<file path="src/rtl/tmr_pkg.sv">
package tmr_pkg;

  localparam int NUM_TMR = 3;

  // control word bit positions
  localparam int MB_STOP   = 0;
  localparam int MB_WRAP   = 3;
  localparam int MB_IE_TGT = 4;
  localparam int MB_IE_OVF = 5;
  localparam int MB_REPEAT = 6;
  localparam int MB_ALT    = 8;
  localparam int MB_DIV    = 9;
  localparam int MB_ANY    = 10;
  localparam int MB_HIT    = 11;
  localparam int MB_OVF    = 12;

  typedef enum logic [1:0] {
    RS_CNT  = 2'd0,
    RS_MODE = 2'd1,
    RS_TGT  = 2'd2,
    RS_NONE = 2'd3
  } reg_sel_e;

  typedef struct packed {
    logic wr_cnt;
    logic wr_mode;
    logic wr_tgt;
    logic rd_mode;
  } tmr_acc_t;

endpackage

</file>
<file path="src/rtl/tmr_prescale.sv">
module tmr_prescale #(
  parameter int DIV = 8
) (
  input  logic clk,
  input  logic rst_n,
  input  logic sys_tick,
  output logic pre_tick
);
  localparam int PW = (DIV > 1) ? $clog2(DIV) : 1;
  localparam logic [PW-1:0] LAST = PW'(DIV - 1);

  logic [PW-1:0] ph_q;

  assign pre_tick = sys_tick && (ph_q == LAST);

  always_ff @(posedge clk or negedge rst_n) begin
    if (!rst_n) begin
      ph_q <= '0;
    end else if (sys_tick) begin
      ph_q <= (ph_q == LAST) ? '0 : ph_q + 1'b1;
    end
  end
endmodule

</file>
<file path="src/rtl/tmr_regif.sv">
module tmr_regif
  import tmr_pkg::*;
#(
  parameter int NT = 3,
  parameter int AW = 6,
  parameter int CW = 16
) (
  input  logic                    bus_en,
  input  logic                    bus_we,
  input  logic [AW-3:0]           word_addr,
  input  logic [NT-1:0][CW-1:0]   cnt_all,
  input  logic [NT-1:0][CW-1:0]   mode_all,
  input  logic [NT-1:0][CW-1:0]   tgt_all,
  output tmr_acc_t [NT-1:0]       acc,
  output logic [CW-1:0]           rdata
);
  localparam int TW = AW - 4;

  logic [TW-1:0] tsel;
  reg_sel_e      rsel;

  assign tsel = word_addr[AW-3:2];
  assign rsel = reg_sel_e'(word_addr[1:0]);

  always_comb begin
    for (int i = 0; i < NT; i++) begin
      logic hit;
      hit = bus_en && (tsel == TW'(i));
      acc[i] = '0;
      case (rsel)
        RS_CNT:  acc[i].wr_cnt  = hit && bus_we;
        RS_MODE: begin
          acc[i].wr_mode = hit && bus_we;
          acc[i].rd_mode = hit && !bus_we;
        end
        RS_TGT:  acc[i].wr_tgt  = hit && bus_we;
        default: ;
      endcase
    end
  end

  always_comb begin
    rdata = '0;
    for (int i = 0; i < NT; i++) begin
      if (tsel == TW'(i)) begin
        case (rsel)
          RS_CNT:  rdata = cnt_all[i];
          RS_MODE: rdata = mode_all[i];
          RS_TGT:  rdata = tgt_all[i];
          default: rdata = '0;
        endcase
      end
    end
  end
endmodule

</file>
<file path="src/rtl/tmr_core.sv">
module tmr_core
  import tmr_pkg::*;
#(
  parameter int CW = 16
) (
  input  logic          clk,
  input  logic          rst_n,
  input  logic          tick,
  input  tmr_acc_t      acc,
  input  logic [CW-1:0] wdata,
  output logic [CW-1:0] cnt,
  output logic [CW-1:0] mode,
  output logic [CW-1:0] tgt,
  output logic          irq
);
  localparam logic [CW-1:0] WMASK = CW'((1 << MB_ANY) - 1);

  logic [CW-1:0] cnt_q, mode_q, tgt_q, mode_nxt;
  logic          fired_q, irq_q;
  logic          adv, match, full, wrap_t, ev_tgt, ev_ovf, want, fire;

  always_comb begin
    adv    = tick && !acc.wr_cnt && !acc.wr_mode;
    match  = (cnt_q == tgt_q);
    full   = &cnt_q;
    wrap_t = mode_q[MB_WRAP] && match;
    ev_tgt = adv && match;
    ev_ovf = adv && full && !wrap_t;
    want   = (ev_tgt && mode_q[MB_IE_TGT]) || (ev_ovf && mode_q[MB_IE_OVF]);
    fire   = want && (mode_q[MB_REPEAT] || !fired_q);

    mode_nxt = mode_q;
    if (acc.rd_mode) begin
      mode_nxt[MB_HIT] = 1'b0;
      mode_nxt[MB_OVF] = 1'b0;
    end
    if (ev_tgt) mode_nxt[MB_HIT] = 1'b1;
    if (ev_ovf) mode_nxt[MB_OVF] = 1'b1;
    if (ev_tgt || ev_ovf) mode_nxt[MB_ANY] = 1'b1;
  end

  always_ff @(posedge clk or negedge rst_n) begin
    if (!rst_n) begin
      cnt_q   <= '0;
      mode_q  <= '0;
      tgt_q   <= '0;
      fired_q <= 1'b0;
      irq_q   <= 1'b0;
    end else if (acc.wr_mode) begin
      mode_q  <= wdata & WMASK;
      cnt_q   <= '0;
      fired_q <= 1'b0;
      irq_q   <= 1'b0;
    end else begin
      if (acc.wr_cnt) cnt_q <= wdata;
      else if (adv)   cnt_q <= wrap_t ? '0 : cnt_q + 1'b1;
      if (acc.wr_tgt) tgt_q <= wdata;
      mode_q <= mode_nxt;
      irq_q  <= fire;
      if (fire) fired_q <= 1'b1;
    end
  end

  assign cnt  = cnt_q;
  assign mode = mode_q;
  assign tgt  = tgt_q;
  assign irq  = irq_q;
endmodule

</file>
<file path="src/rtl/tmr_bank.sv">
module tmr_bank
  import tmr_pkg::*;
#(
  parameter int CW        = 16,
  parameter int DW        = 32,
  parameter int AW        = 6,
  parameter int PRESC_DIV = 8
) (
  input  logic          clk,
  input  logic          rst_n,
  input  logic          bus_en,
  input  logic          bus_we,
  input  logic [AW-1:0] bus_addr,
  input  logic [DW-1:0] bus_wdata,
  output logic [CW-1:0] bus_rdata,
  input  logic          sys_tick,
  input  logic          pix_tick,
  input  logic          line_tick,
  output logic [2:0]    irq
);
  localparam int NT = NUM_TMR;

  logic [NT-1:0][CW-1:0] cnt_all, mode_all, tgt_all;
  tmr_acc_t [NT-1:0]     acc;
  logic                  pre_tick;
  logic                  side_unused;

  assign side_unused = ^{bus_wdata[DW-1:CW], bus_addr[1:0]};

  tmr_prescale #(.DIV(PRESC_DIV)) u_pre (
    .clk      (clk),
    .rst_n    (rst_n),
    .sys_tick (sys_tick),
    .pre_tick (pre_tick)
  );

  tmr_regif #(.NT(NT), .AW(AW), .CW(CW)) u_regif (
    .bus_en    (bus_en),
    .bus_we    (bus_we),
    .word_addr (bus_addr[AW-1:2]),
    .cnt_all   (cnt_all),
    .mode_all  (mode_all),
    .tgt_all   (tgt_all),
    .acc       (acc),
    .rdata     (bus_rdata)
  );

  for (genvar i = 0; i < NT; i++) begin : g_tmr
    logic tick;
    if (i == 0) begin : g_src
      assign tick = mode_all[i][MB_ALT] ? pix_tick : sys_tick;
    end else if (i == 1) begin : g_src
      assign tick = mode_all[i][MB_ALT] ? line_tick : sys_tick;
    end else begin : g_src
      assign tick = !mode_all[i][MB_STOP] &&
                    (mode_all[i][MB_DIV] ? pre_tick : sys_tick);
    end

    tmr_core #(.CW(CW)) u_core (
      .clk   (clk),
      .rst_n (rst_n),
      .tick  (tick),
      .acc   (acc[i]),
      .wdata (bus_wdata[CW-1:0]),
      .cnt   (cnt_all[i]),
      .mode  (mode_all[i]),
      .tgt   (tgt_all[i]),
      .irq   (irq[i])
    );
  end
endmodule

</file>
<file path="config.mk">
export PLATFORM = sky130hd
export DESIGN_NAME = tmr_bank
export DESIGN_NICKNAME = d
export VERILOG_FILES = /design/src/rtl/tmr_pkg.sv /design/src/rtl/tmr_prescale.sv /design/src/rtl/tmr_regif.sv /design/src/rtl/tmr_core.sv /design/src/rtl/tmr_bank.sv
export SDC_FILE = /design/constraint.sdc
export NUM_CORES = 1
export LEC_CHECK = 0
export ABC_AREA = 1
export CAP_MARGIN = 30
export CORE_MARGIN = 2
export CORE_UTILIZATION = 50
export CTS_BUF_LIST = sky130_fd_sc_hd__clkbuf_16
export CTS_CLUSTER_SIZE = 10
export DETAILED_ROUTE_END_ITERATION = 10
export DONT_BUFFER_PORTS = 1
export GPL_TIMING_DRIVEN = 0
export SYNTH_ARGS = -nofsm -noshare
export SYNTH_HDL_FRONTEND = slang
export SYNTH_HIERARCHICAL = 1
export SYNTH_SLANG_ARGS = --single-unit
</file>
<file path="constraint.sdc">
create_clock -name clk -period 3.24 [get_ports clk]
set_input_delay 0.972 -clock clk [delete_from_list [all_inputs] [get_ports clk]]
set_output_delay 0.972 -clock clk [all_outputs]
set_load 0.01 [all_outputs]
</file>
**Word level (Yosys, flattened, before mapping)**

Index checks and enable logic that the tools add are counted.

- Memory bits (read-only): 0
- Memories kept: 0
- Latch bits: 0
- Register bits after elaboration: 144
- Input bits: 45
- Output and inout port bits: 19
- Memory bits (writable): 0

- Eq/ne operators: 8
- Bitwise logic cells: 3
- Add/sub/neg operators: 4
- Multiplexer cells: 58
- Reduce and logical (&&, ||, !) cells: 84
- Multipliers: 0
- Magnitude comparators: 0
- Shift-type cells: 0
- Div/mod/pow operators: 0

Operator list:

| kind | number |
|---|---|
| $mux 16 | 15 |
| $pmux 16 s3 | 3 |
| $add 16x1->16 const B | 3 |
| $eq 16x16->1 | 3 |
| $reduce_and 16->1 | 3 |
| $mux 13 | 3 |
| $logic_and 1x1->1 | 38 |
| $mux 1 | 33 |
| $reduce_bool 3->1 | 9 |
| $logic_not 1->1 | 14 |
| $reduce_bool 2->1 | 6 |
| $logic_or 1x1->1 | 9 |
| $mux 2 | 3 |
| $reduce_and 2->1 | 3 |
| $eq 2x1->1 const B | 2 |
| $eq 2x2->1 const B | 2 |
| $logic_not 2->1 | 2 |
| $add 3x1->3 const B | 1 |
| $eq 3x3->1 const B | 1 |
| $mux 3 | 1 |
| $not 1->1 | 3 |

**Logic depth before layout (Yosys ltp)**

Gate-level depths: netlist of run 1.

- Depth after elaboration: 14
- Mapped depth: 15

**By module**

The synthesis of run 1 kept the hierarchy.

Modules (own cells, without submodules):

| module | instances | area each (µm²) | sequential area each (µm²) | cells an instance |
|---|---|---|---|---|
| tmr_core (g_tmr[1].u_core ...) | 2 | 2,763.9 | 1,176.1 | 397 |
| tmr_core (g_tmr[0].u_core) | 1 | 2,755.1 | 1,176.1 | 399 |
| tmr_regif | 1 | 1,462.7 | 0.0 | 316 |
| tmr_prescale | 1 | 148.9 | 75.1 | 18 |
| tmr_bank | 1 | 47.5 | 0.0 | 11 |

**Worst setup path before layout of run 1**

OpenSTA, ideal clock, no wires.

- Path kind: input-to-output
- Start point: input bus_addr[3]
- End point: output bus_rdata[10]
- Stages: 8
- Data arrival time: 1.763 ns
- Setup slack: 0.505 ns
- Data required time: 2.268 ns
- Path through: buf_6 > nor2_2 > buf_4 > buf_6 > nand2_1 > nand3_1 > nand2_1 > nand3_1

- Cells in the longest elaborated chain, start to end: 5
- Elaborated cells on any way between the ends: 9
- Those cells by class: 2 x eq/ne; 6 x mux; 1 x reduce/logical

Ends and longest elaborated chain:

| item | line | text |
|---|---|---|
| from (decl) | tmr_bank.sv:13 | `input logic [AW-1:0] bus_addr,` |
| $eq 2x2->1 (tied with other cells) | tmr_regif.sv:46 | `case (rsel)` |
| $pmux 16 s3 | tmr_regif.sv:46 |  |
| $mux 16 (2 in a row) | tmr_regif.sv:45 | `if (tsel == TW'(i)) begin` |
| $mux 16 (*) | tmr_regif.sv:45 |  |
| to (decl) | tmr_bank.sv:15 | `output logic [CW-1:0] bus_rdata,` |

Mark *: on every way between the ends. The rest lies on a longest branch, timed or not.

**Worst setup path in the final report of run 1**

- Start point: input bus_addr[3]
- End point: output bus_rdata[9]

Same word-level chain as after synthesis.

==> flow_summary.json, run 1 <==
{
  "fmax_mhz": 320,
  "period_needed_ns": 3.12,
  "ys_seq_area_share_pct": 36.2,
  "syn_area_per_cell_sq_um": 6.46,
  "grtUsageMet1_pct": 47.8,
  "path_clk_slew_ns": 0.07,
  "cts_hold_buf": 0,
  "final_area_sq_um": 10900,
  "ys_ff_latch": 144,
  "grt_use_total_pct": 33.6,
  "postLayoutCoreUtil_pct": 56.1,
  "maxSlewViolCount": 0,
  "first_pass_iters": 5,
  "numCtsBuffers": 17,
  "power_mw": 7.31,
  "antenna_found_initial": 0,
  "powerDensity_nw_per_um2": 670,
  "port_buffers": 0,
  "vias": 10039,
  "start_kind": "input pin",
  "drtIter0Drc": 963,
  "final_nets": 1613,
  "period_share_pct": 96.4,
  "worstMarginPinSlew_ns": 0.723,
  "hpwl_um": 25300,
  "clk-insertion-delay-late_ns": 0.44,
  "tritoncts": "yes",
  "grtUsageMet2_pct": 51.4,
  "whs_ns": 0.224,
  "row_count": 51,
  "p_leak_nw": 5.63,
  "avgViaCountPerCell": 5.45,
  "ctsLongestPathBuffers": 2,
  "hold_viol": 0,
  "status": "finished, final reports clean",
  "arrival_ns": 2.15,
  "worst-setup-path-type": "in -> out",
  "cp_max_fo": 10,
  "diodes": 0,
  "synth_area_sq_um": 9940,
  "grt_max_degree": 145,
  "routed_wirelength_um": 34800,
  "top_usage_layer": "met2",
  "rsz0062_at_grt": "false",
  "cap_violations": 0,
  "final-setup-viol-count": 0,
  "chipWidth_um": 145,
  "use_met3_pct": 7.55,
  "die-area_sq_um": 21000,
  "start_util_pct": 51.1,
  "dieHeight_um": 145,
  "postCtsSetupRepairBufs": 0,
  "place_area_sq_um": 10300,
  "slew_headroom_pct": 51.6,
  "drcViolationCount": 0,
  "htreeDepth": 4,
  "synth_warnings": 6,
  "grt_pass1_wl_um": 54000,
  "areaGrowthSynthToFinish_pct": 9.77,
  "grt_pass1_vias": 9191,
  "antenna_left": 0,
  "worstPathRequired_ns": 2.27,
  "place_congestion": 0.944,
  "cts_root_buf": "clkbuf_16",
  "clock_skew_ns": 0.0142,
  "overflow": 0,
  "cts_sinks": 144,
  "hp-class": "in -> async",
  "end_kind": "output port",
  "wl_per_cell_um": 18.9,
  "netlist_instances": 1538,
  "ir_worst_vdd_mv": 0.366,
  "drive_gt1_share_pct": 8.12,
  "yosysUniqueCellTypes": 30,
  "cts_resized": 0,
  "boundaryPins": 64,
  "core_area_sq_um": 19500
}
## stage by stage
step / std cells / TNS, ns / worst slack [ns]
floorplan: 1544 / 0 / 0.505
global placement: 1809 / -4.86 / -0.163
detailed placement: 1809 / -6.29 / -0.228
CTS: 1841 / 0 / 0.0643
global route: 1841 / 0 / 0.0298
finish: 1841 / 0 / 0.117
## area by class of cell
type | instances | area, sq um
Buffer | 83 | 480
Clock buffer | 17 | 425
Clock inverter | 15 | 189
Fill cell | 1975 | 8550
Inverter | 129 | 484
Multi-Input combinational cell | 1188 | 5400
Sequential cell | 144 | 3600
Tap cell | 265 | 332
## layer usage
| layer | up-vias | share of wire [%] |
|---|---|---|
| met5 | - | 0 |
| met4 | 0 | 2.8 |
| met3 | 51 | 8.5 |
| met2 | 411 | 44 |
| met1 | 4716 | 45 |
| li1 | 4861 | - |
## synthesized netlist by cell type
| library cell | count | area (sq um) |
|---|---|---|
| o21ai_2 | 1 | 8.76 |
| nor2_1 | 126 | 473 |
| or2_1 | 1 | 6.26 |
| buf_1 | 3 | 11.3 |
| inv_1 | 120 | 450 |
| o21ai_0 | 32 | 160 |
| or2_2 | 6 | 37.5 |
| mux2_2 | 9 | 101 |
| nand3b_1 | 27 | 203 |
| nor2_2 | 4 | 25.0 |
| a21oi_1 | 33 | 165 |
| buf_4 | 18 | 135 |
| nor3_1 | 6 | 30.0 |
| o211ai_1 | 3 | 22.5 |
| nand3_4 | 3 | 52.6 |
| nand3_1 | 222 | 1110 |
| nor2_4 | 7 | 78.8 |
| buf_6 | 9 | 101 |
| nand4_1 | 10 | 62.6 |
| clkbuf_1 | 28 | 105 |
| xor2_1 | 33 | 289 |
| o21ai_1 | 2 | 10.0 |
| nand2_1 | 643 | 2410 |
| ha_1 | 5 | 62.6 |
| nor3b_1 | 3 | 22.5 |
| conb_1 | 3 | 11.3 |
| nor3_2 | 3 | 30.0 |
| inv_2 | 9 | 33.8 |
| buf_2 | 25 | 125 |
| dfrtp_1 | 144 | 3600 |
## worst max-delay path, cell delays in order
cell and delay, ns:
buf_6 0.11, nor2_2 0.17, buf_4 0.23, buf_6 0.19, nand2_1 0.07, nand3_1 0.10
nand2_1 0.09, nand3_1 0.21
## path summary, 6_finish.rpt
kind	cells past startpoint	slack [ns]	endpoint	start
min	0	0.22	g_tmr[2].u_core/cnt[5]	rst_n
max	8	0.12	bus_rdata[9]	bus_addr[3]
max in group asynchronous	0	2.76	g_tmr[2].u_core/cnt[6]	rst_n
min reg2reg	2	0.48	u_pre/ph_q[1]	u_pre/ph_q[1]
max reg2reg	13	0.58	g_tmr[2].u_core/cnt[6]	u_pre/ph_q[0]
min in group clk	2	0.48	u_pre/ph_q[1]	u_pre/ph_q[1]
## where the power goes
group          internal, mW  switching (mW)
Clock                  1.05           0.986
Sequential             2.27           0.690
Combinational         0.904            1.40
Total                  4.23            3.08
## state kept, by name, summed over array words and instances, names as in the netlist
signal	cells
g_tmr.u_core/fired_q	3
g_tmr.u_core/cnt	48
g_tmr.u_core/tgt	48
u_pre/ph_q	3
g_tmr.u_core/irq	3
g_tmr.u_core/mode	39
## cells in the final DEF (no fill, tap or decap), drive strengths merged
master and instances:
clkbuf 45, nand3 225, o211ai 3, or2 7
nand4 10, conb 9, inv 136, nor3 9
ha 5, o21ai 35, mux2 9, buf 55
nand2 643, nand3b 27, a21oi 33, dfrtp 144
nor3b 3, xor2 33, clkinv 8, nor2 137
## cell families after synthesis
kind of cell             synth area share [%]
flip-flops                               36.2
other                                   0.113
XOR/XNOR                                 2.91
AO/OA/AOI/OAI                            3.69
AND/OR/NAND/NOR                          45.7
buffers and inverters                    9.68
multiplexers                             1.02
adder cells (fa/ha/maj)                 0.629
No activity file was read; power rests on OpenSTA's default activity.
==> run 2, diff against run 1 <==
Settings changed: RECOVER_POWER set to 100.
==> run 2 against run 1 <==
- maximum frequency decreased by 0.61%
- final cell count stayed put
- non-clock buffer count is the same
- routed wire length is 0.16% higher
- count of clock-buffer cells in the layout is the same
- highest routed layer unchanged
- power barely moved
==> flow_summary.json, run 2 (synthesis results as in run 1) <==
{
  "slowest_delay_ns": 0.45,
  "place_ws_ns": -0.228,
  "hp-class": "in -> async",
  "powerDensity_nw_per_um2": 671,
  "final_common_cell": "nand2_1",
  "placed_cells": 1809,
  "row_count": 51,
  "switchingPower_mw": 3.09,
  "slowest_stage": "clkbuf_1",
  "ir_worst_vdd_mv": 0.367,
  "fillers": 1976,
  "chipWidth_um": 145,
  "reg2reg_slack_ns": 0.58,
  "diodes": 0,
  "dieHeight_um": 145,
  "comb_power_share_pct": 31.6,
  "core_area_sq_um": 19500,
  "path_clk_slew_ns": 0.07,
  "maxSlewViolCount": 0,
  "tns_ns": 0,
  "seqPwrFrac_pct": 40.5,
  "antenna_found_initial": 0,
  "p_int_mw": 4.23,
  "htreeDepth": 4,
  "instances_no_fill": 1841,
  "port_buffers": 0,
  "crit_chain": "inv_1 > nand2_1 > inv_1 > clkbuf_1 > nand2_1 > nand3_1",
  "worstMarginPinSlew_ns": 0.720,
  "fmax_mhz": 318,
  "cts_root_buf": "clkbuf_16",
  "die-area_sq_um": 21000,
  "final_nets": 1613,
  "end_kind": "output port",
  "setup_slack_ns": 0.0979,
  "p_leak_nw": 5.62,
  "crit_end": "bus_rdata[9]",
  "place_area_sq_um": 10300,
  "hold_viol": 0,
  "grt_max_degree": 145,
  "antenna_left": 0,
  "slew_headroom_pct": 51.7,
  "grt_pass1_wl_um": 54000,
  "worstPathRequired_ns": 2.27,
  "cts_sinks": 144,
  "clk-insertion-delay-late_ns": 0.44,
  "switching_share_pct": 42.2,
  "final_cell_mix": "643 x nand2_1, 222 x nand3_1, 144 x dfrtp_1",
  "status": "finished, final reports clean",
  "worst-setup-path-type": "in -> out",
  "routed_wirelength_um": 34900,
  "power_frac_clock_pct": 27.9,
  "period_share_pct": 97.0,
  "grt_use_total_pct": 33.6,
  "numCtsBuffers": 17,
  "rsz0062_at_grt": "false",
  "place_congestion": 0.944,
  "ctsLongestPathBuffers": 2,
  "areaGrowthSynthToFinish_pct": 9.60,
  "drtIter0Drc": 997,
  "arrival_ns": 2.17,
  "start_util_pct": 51.1,
  "start_kind": "input pin",
  "grt_pass1_vias": 9191,
  "avgViaCountPerCell": 5.45,
  "first_pass_iters": 6,
  "boundaryPins": 64,
  "cp_max_fo": 10,
  "period_needed_ns": 3.14,
  "tritoncts": "yes",
  "hpwl_um": 25300,
  "r2r-start": "u_pre/ph_q[0]",
  "overflow": 0,
  "cap_violations": 0,
  "vias": 10027,
  "drive_gt1_share_pct": 7.87,
  "crit_start": "bus_addr[5]",
  "worst_r2r_path_depth": 13,
  "wl_per_cell_um": 18.9,
  "clock_skew_ns": 0.0146,
  "final-setup-viol-count": 0,
  "drcViolationCount": 0,
  "r2r-end": "g_tmr[2].u_core/cnt[6]",
  "final_area_sq_um": 10900
}
run 2: worst max-delay path: cells and delay by family:
kind	cells	cell delay, ns
buffers and inverters	3	0.76
and+or+nand+nor	3	0.43
run 2: timing repair:
item                                    4_1_cts  5_1_grt
hold buffers                                  0        0
setup buffers                                 0        0
endpoints found under the setup margin        0        2
resized for setup                             0        4
run 2: cell type report:
class	count	area (sq um)	share of cell area (%)
inverters	129	484	4.44
well taps	265	332	3.04
multi-input cells	1188	5400	49.5
plain buffers	83	464	4.26
clock buffers	17	425	3.90
flip-flops and latches	144	3600	33.1
clock inverters	15	189	1.73
run 2: power groups by stage:
stage          combinational [mW]  clock [mW]  sequential [mW]
3_3_place_gp                 2.23           0             2.97
4_1_cts                      2.28        2.07             2.94
5_1_grt                      2.66        2.13             3.04
3_5_place_dp                 2.27           0             2.96
6_report                     2.31        2.04             2.96
2_1_floorplan                1.83           0             2.72
run 2: stage by stage:
step / utilization (%) / power (mW) / hold slack (ns)
after global placement: 52.9 / 5.20 / 0.456
after global routing: 56.0 / 7.83 / 0.193
final: 56.0 / 7.31 / 0.222
after detailed placement: 52.9 / 5.24 / 0.466
after floorplan: - / 4.55 / 0.443
after CTS: 56.1 / 7.29 / 0.211
run 2: how the worst min path moves through the flow:
stage,startpoint,cells past startpoint,end,slack [ns]
final,rst_n,0,g_tmr[2].u_core/cnt[5],0.22
after detailed placement,u_pre/ph_q[1],2,u_pre/ph_q[1],0.47
after CTS,rst_n,0,g_tmr[2].u_core/cnt[5],0.21
after global placement,g_tmr[1].u_core/mode[2],2,g_tmr[1].u_core/mode[2],0.46
after floorplan,g_tmr[0].u_core/mode[2],2,g_tmr[0].u_core/mode[2],0.44
after global routing,rst_n,0,g_tmr[2].u_core/mode[3],0.19
run 2: per-layer routing:
layer  vias up  part of all wire, %  track usage [%]
met2       390                   44             51.4
li1       4872                    -                -
met5         -                    0                0
met3        50                  8.7             7.55
met1      4715                   45             47.8
met4         0                  2.8             10.2
